## config.mk

```make
export PLATFORM = sky130hd
export DESIGN_NAME = supply_supervisor
export DESIGN_NICKNAME = d
export VERILOG_FILES = /design/src/rtl/supply_supervisor.sv
export SDC_FILE = /design/constraint.sdc
export NUM_CORES = 1
export LEC_CHECK = 0
export ABC_AREA = 0
export CORE_UTILIZATION = 35
export CTS_CLUSTER_SIZE = 24
export DETAILED_ROUTE_END_ITERATION = 7
export MAX_ROUTING_LAYER = met4
export RECOVER_POWER = 50
export SYNTH_ARGS = -nofsm -noshare
export SYNTH_HDL_FRONTEND = slang
export SYNTH_SLANG_ARGS = --single-unit
```

## constraint.sdc

```tcl
create_clock -name clk -period 3.7 [get_ports clk]
set_clock_uncertainty 0.1 [all_clocks]
set_input_delay 0.37 -clock clk [delete_from_list [all_inputs] [get_ports clk]]
set_output_delay 0.37 -clock clk [all_outputs]
set_load 0.02 [all_outputs]
```

## src/rtl/supply_supervisor.sv

```systemverilog
module supply_supervisor #(
  parameter int CHANNELS   = 8,
  parameter int CLK_HZ     = 100_000_000,
  parameter int RST_CYCLES = 2_000_000
) (
  input  logic                clk,
  input  logic                rst_n,
  input  logic [CHANNELS-1:0] rail_low,
  input  logic                force_off,
  input  logic                mrst_n,
  input  logic                hold_n,
  output logic [CHANNELS-1:0] pg,
  output logic                sys_rst_n
);

  localparam int PG_CYCLES = CLK_HZ / 160;
  localparam int PW        = $clog2(PG_CYCLES + 1);
  localparam int RW        = $clog2(RST_CYCLES + 1);
  localparam int SW        = CHANNELS + 3;
  localparam logic [SW-1:0] SYNC_INIT = {2'b11, 1'b0, {CHANNELS{1'b0}}};

  logic [SW-1:0] meta, sync;

  always_ff @(posedge clk or negedge rst_n)
    if (!rst_n) begin
      meta <= SYNC_INIT;
      sync <= SYNC_INIT;
    end else begin
      meta <= {hold_n, mrst_n, force_off, rail_low};
      sync <= meta;
    end

  wire [CHANNELS-1:0] low_s  = sync[CHANNELS-1:0];
  wire                en_s   = sync[CHANNELS];
  wire                mr_s   = sync[CHANNELS+1];
  wire                hold_s = ~sync[CHANNELS+2];

  for (genvar i = 0; i < CHANNELS; i++) begin : g_ch
    logic [PW-1:0] cnt;
    wire cause = low_s[i] | en_s;

    always_ff @(posedge clk or negedge rst_n)
      if (!rst_n) begin
        cnt   <= '0;
        pg[i] <= 1'b0;
      end else if (!hold_s) begin
        if (cause) begin
          cnt   <= '0;
          pg[i] <= 1'b0;
        end else if (!pg[i]) begin
          if (cnt == PW'(PG_CYCLES - 1)) begin
            cnt   <= '0;
            pg[i] <= 1'b1;
          end else begin
            cnt <= cnt + 1'b1;
          end
        end
      end

    AST_PG_DROP: assert property (@(posedge clk) disable iff (!rst_n)
      (!hold_s && cause) |=> !pg[i]);
    AST_PG_RISE_CLEAN: assert property (@(posedge clk) disable iff (!rst_n)
      $rose(pg[i]) |-> $past(!cause && !hold_s));
    AST_PG_NO_OVERFLOW: assert property (@(posedge clk) disable iff (!rst_n)
      cnt < PW'(PG_CYCLES));
  end

  logic [RW-1:0] rcnt;
  wire rcause = (|low_s) | ~mr_s;

  always_ff @(posedge clk or negedge rst_n)
    if (!rst_n) begin
      rcnt      <= '0;
      sys_rst_n <= 1'b0;
    end else if (!hold_s) begin
      if (rcause) begin
        rcnt      <= '0;
        sys_rst_n <= 1'b0;
      end else if (!sys_rst_n) begin
        if (rcnt == RW'(RST_CYCLES - 1)) begin
          rcnt      <= '0;
          sys_rst_n <= 1'b1;
        end else begin
          rcnt <= rcnt + 1'b1;
        end
      end
    end

  AST_RST_DROP: assert property (@(posedge clk) disable iff (!rst_n)
    (!hold_s && rcause) |=> !sys_rst_n);
  AST_RST_RISE_CLEAN: assert property (@(posedge clk) disable iff (!rst_n)
    $rose(sys_rst_n) |-> $past(!rcause && !hold_s));
  AST_HOLD_FREEZE: assert property (@(posedge clk) disable iff (!rst_n)
    hold_s |=> ($stable(pg) && $stable(sys_rst_n)));
  AST_HOLD_BEATS_MR: assert property (@(posedge clk) disable iff (!rst_n)
    (hold_s && !mr_s && sys_rst_n) |=> sys_rst_n);
  AST_RST_NO_OVERFLOW: assert property (@(posedge clk) disable iff (!rst_n)
    rcnt < RW'(RST_CYCLES));

endmodule

```

==> results.tsv <==
metric	value	unit
status	finished with violations	
violations_in_the_final_reports	capacitance limit, slew limit	
vdd_drop_max	0.380	mV
power_density	408	mW/mm²
combinational_group_share_of_total_power	0.058	
cts.root.buffer_cell	sky130_fd_sc_hd__clkbuf_16	
worst_hold_startpoint	meta[7]$_DFF_PN0_	
antenna_cells_inserted	0	
timing.critical_path.required	4.02	ns
biggest_area_contributors_in_the_synthesized_netlist	sky130_fd_sc_hd__dfrtp_1 44%, sky130_fd_sc_hd__nand2_1 5.2%, sky130_fd_sc_hd__a21oi_1 4.5%, sky130_fd_sc_hd__a31oi_1 4.5%, sky130_fd_sc_hd__nand3_1 3.6%	
clk_path_buf_depth	3	
worstRegToRegCells	5	
number_of_antenna_violations_at_the_first_check_in_global_routing	0	
tritoncts	yes	
postSynthCellCount	1304	
avgRoutedWirePerCell	15.8	µm
route.detailed.drc	0	
clkLatencyLatePin	0.52	ns
cts_max_level	1	
initial_drc_count	836	
pin_count	22	
worstHoldPathType	reg -> reg	
layout-drive-gt1-share	0.0621	
synth_commonest_cells	208 x sky130_fd_sc_hd__dfrtp_1, 164 x sky130_fd_sc_hd__nand2_1, 105 x sky130_fd_sc_hd__a21oi_1	
setup_ws	0.921	ns
min_delay_path_depth	0	
critical_path.endpoint_type	flip-flop	
dp.final_hpwl	18.6	mm
finish.cell_count_without_fillers	1778	
die_x	185	µm
cellInternalPower	4.15	mW
worstSetupStartpointType	flip-flop	
synth-main-ff-cell	sky130_fd_sc_hd__dfrtp_1	
netlist.area_leader.share	0.442	
areaGrowthSynthToFinish	13.1	%
ant_nets	0	
fp.dieArea	0.0344	mm²
power_switching	1.28	mW
gp_routability_congestion	0.839	
seq_power_share	0.454	
viasPerCell	5.72	
clock_sink_count	212	
grt_remaining_overflow	0	
reg2reg_slack	0.92	ns
syn_area_per_cell	9.03	µm²
grtUsageTotal	0.171	
async_flop_share	1.00	
worstMarginPinSlew	2.00	ns
vias	10200	
rows	66	
ff_to_ff_start	sync[10]$_DFF_PN1_	
worst_hold_path.endpoint	sync[7]$_DFF_PN0_	
fin_crit_sh	0.751	
max_clock_freq	360	MHz
post-synth-top-area-cell	sky130_fd_sc_hd__dfrtp_1	
detail_route.wirelength	28.1	mm
grt_setup_unrepaired	no	
synth_seq_area_share	0.451	
critical_path_arrival	3.10	ns
criticalPathCategory	reg -> reg	
netlist_area	0.0118	mm²
path_clk_slew	0.06	ns
cts_setup_buffers	0	
ys_types	79	
final_max_slew_viol_count	34	
syn-num-nets	1334	
hold_viol	0	
preCtsSetupSlack	0.945	ns
library_cell_with_the_highest_instance_count_after_synthesis	sky130_fd_sc_hd__dfrtp_1	
core	0.0328	mm²
grt_max_degree	131	
leakage	5.48	nW
dieHeight	185	µm
worst_hold_slack	0.248	ns
final_nets	1348	
ff_latch_count_synth	212	
grt_pass1_wl	47.8	mm
fraction_of_power_consumed_by_the_clock_network	0.488	
relSlewSlack	-0.330	
final_tns_setup	0	ns
worstPathMaxFanout	21	
placedCellCount	1732	
drv.max_cap_violation_count	1	
port_buffers	21	
via_count_of_the_first_global_routing_pass	9362	
synth_edf_count	0	
worst_r2r_endpoint	g_ch[5].cnt[7]$_DFFE_PN0P_	
yosys_warnings	0	
initial_core_util	0.359	
power.switching_fraction	0.236	
dr.pass1.iters	5	
cts_made_buffers	25	
finalCriticalPeriod	2.78	ns
setup-violations-final	0	
-- how the worst max path moves through the flow --
| stage | start | endpoint | slack, ns | cells past startpoint |
|---|---|---|---|---|
| finish | sync[10]$_DFF_PN1_ | g_ch[5].cnt[7]$_DFFE_PN0P_ | 0.92 | 5 |
| global route | rst_n | g_ch[2].cnt[12]$_DFFE_PN0P_ | 0.50 | 3 |
| CTS | sync[10]$_DFF_PN1_ | g_ch[5].cnt[7]$_DFFE_PN0P_ | 0.95 | 5 |
| detailed placement | sync[10]$_DFF_PN1_ | g_ch[5].cnt[7]$_DFFE_PN0P_ | 0.95 | 5 |
| global placement | g_ch[1].cnt[12]$_DFFE_PN0P_ | g_ch[1].cnt[15]$_DFFE_PN0P_ | 1.07 | 6 |
| floorplan | g_ch[0].cnt[14]$_DFFE_PN0P_ | g_ch[0].cnt[15]$_DFFE_PN0P_ | 1.55 | 7 |
-- layout by cell type, fill, tap and decap left out, types with 5 or more instances in the layout --
master,instances
sky130_fd_sc_hd__a22o_1,29
sky130_fd_sc_hd__o21ai_0,51
sky130_fd_sc_hd__and4_1,14
sky130_fd_sc_hd__nor4b_1,7
sky130_fd_sc_hd__bufinv_16,5
sky130_fd_sc_hd__and3_1,48
sky130_fd_sc_hd__and2_1,14
sky130_fd_sc_hd__xnor2_1,5
sky130_fd_sc_hd__mux2i_1,18
sky130_fd_sc_hd__or4b_1,6
sky130_fd_sc_hd__dlygate4sd3_1,12
sky130_fd_sc_hd__clkbuf_16,25
sky130_fd_sc_hd__a41oi_1,18
sky130_fd_sc_hd__a211oi_1,8
sky130_fd_sc_hd__nand2b_1,22
sky130_fd_sc_hd__dfrtp_1,208
sky130_fd_sc_hd__a31oi_1,84
sky130_fd_sc_hd__o21ai_1,10
sky130_fd_sc_hd__nor4_1,24
sky130_fd_sc_hd__nand3_1,84
sky130_fd_sc_hd__nor2_1,68
sky130_fd_sc_hd__o21a_1,6
sky130_fd_sc_hd__or4_1,15
sky130_fd_sc_hd__nand4_1,46
sky130_fd_sc_hd__clkdlybuf4s50_1,9
sky130_fd_sc_hd__clkbuf_1,5
sky130_fd_sc_hd__inv_1,25
sky130_fd_sc_hd__ha_1,17
sky130_fd_sc_hd__a21o_1,20
sky130_fd_sc_hd__or3_1,12
sky130_fd_sc_hd__nor2b_1,6
sky130_fd_sc_hd__buf_4,12
sky130_fd_sc_hd__a21oi_1,105
sky130_fd_sc_hd__nor3_1,27
sky130_fd_sc_hd__o211ai_1,11
sky130_fd_sc_hd__nand2_1,164
sky130_fd_sc_hd__o22ai_1,5
-- per-layer routing --
metal / part of all wire / track usage / wire length [µm] / up-vias
li1: - / - / - / 5016
met5: 0 / - / 0 / -
met4: 0.019 / 0.0397 / 531 / 0
met3: 0.037 / 0.0187 / 1040 / 38
met1: 0.50 / 0.246 / 13900 / 4930
met2: 0.45 / 0.257 / 12600 / 188
-- flip-flops by register name, summed over array words and instances, names as in the netlist --
| signal | flops |
|---|---|
| g_ch.cnt | 160 |
| rcnt | 21 |
| meta | 11 |
| sync | 11 |
| pg | 8 |
| sys_rst_n | 1 |
-- metrics by stage --
step | cell area (µm²) | util | power [mW]
finish | 13300 | 0.406 | 5.44
detailed placement | 12400 | 0.379 | 2.83
global route | 13300 | 0.406 | 5.67
floorplan | 11800 | - | 2.69
CTS | 13300 | 0.407 | 5.53
global placement | 12400 | 0.379 | 2.83
-- power by group through the flow --
stage	Sequential, mW	Combinational [mW]	Clock, mW
floorplan	2.48	0.203	0
global placement	2.50	0.322	0
detailed placement	2.51	0.325	0
CTS	2.46	0.328	2.74
global route	2.48	0.366	2.83
finish	2.47	0.317	2.65
-- cell type report --
class | instances | area, µm²
sequential | 212 | 5310
inverter | 25 | 93.8
fill | 3263 | 19500
clock inverter | 12 | 196
tap | 442 | 553
multi-input combinational | 1017 | 6130
timing repair buffer | 37 | 334
clock buffer | 33 | 696
-- cells by family (layout without fill, tap and decap cells) --
family                     Yosys count  count (layout)  share of synthesized area
AOI/OAI and AO/OA                  387             387                      0.214
xor gates and xnor gates             7               7                    0.00521
adders and majority gates           17              17                     0.0181
buffers and inverters               75             107                     0.0278
DFF                                212             212                      0.451
muxes                               19              19                     0.0163
and+or+nand+nor                    587             587                      0.268
-- worst max-delay path, cell delays in order (launching register included) --
cell                       delay [ns]
sky130_fd_sc_hd__dfstp_2         0.62
sky130_fd_sc_hd__inv_1           0.08
sky130_fd_sc_hd__nor4_1          0.60
sky130_fd_sc_hd__a21boi_2        0.83
sky130_fd_sc_hd__nand4_1         0.22
sky130_fd_sc_hd__o31ai_1         0.22
-- what timing repair did --
action | CTS | global route
endpoints found under the hold margin | 31 | 0
hold buffers | 1 | 0
gates resized for setup | 0 | 0
(Power assumes the default switching activity.)
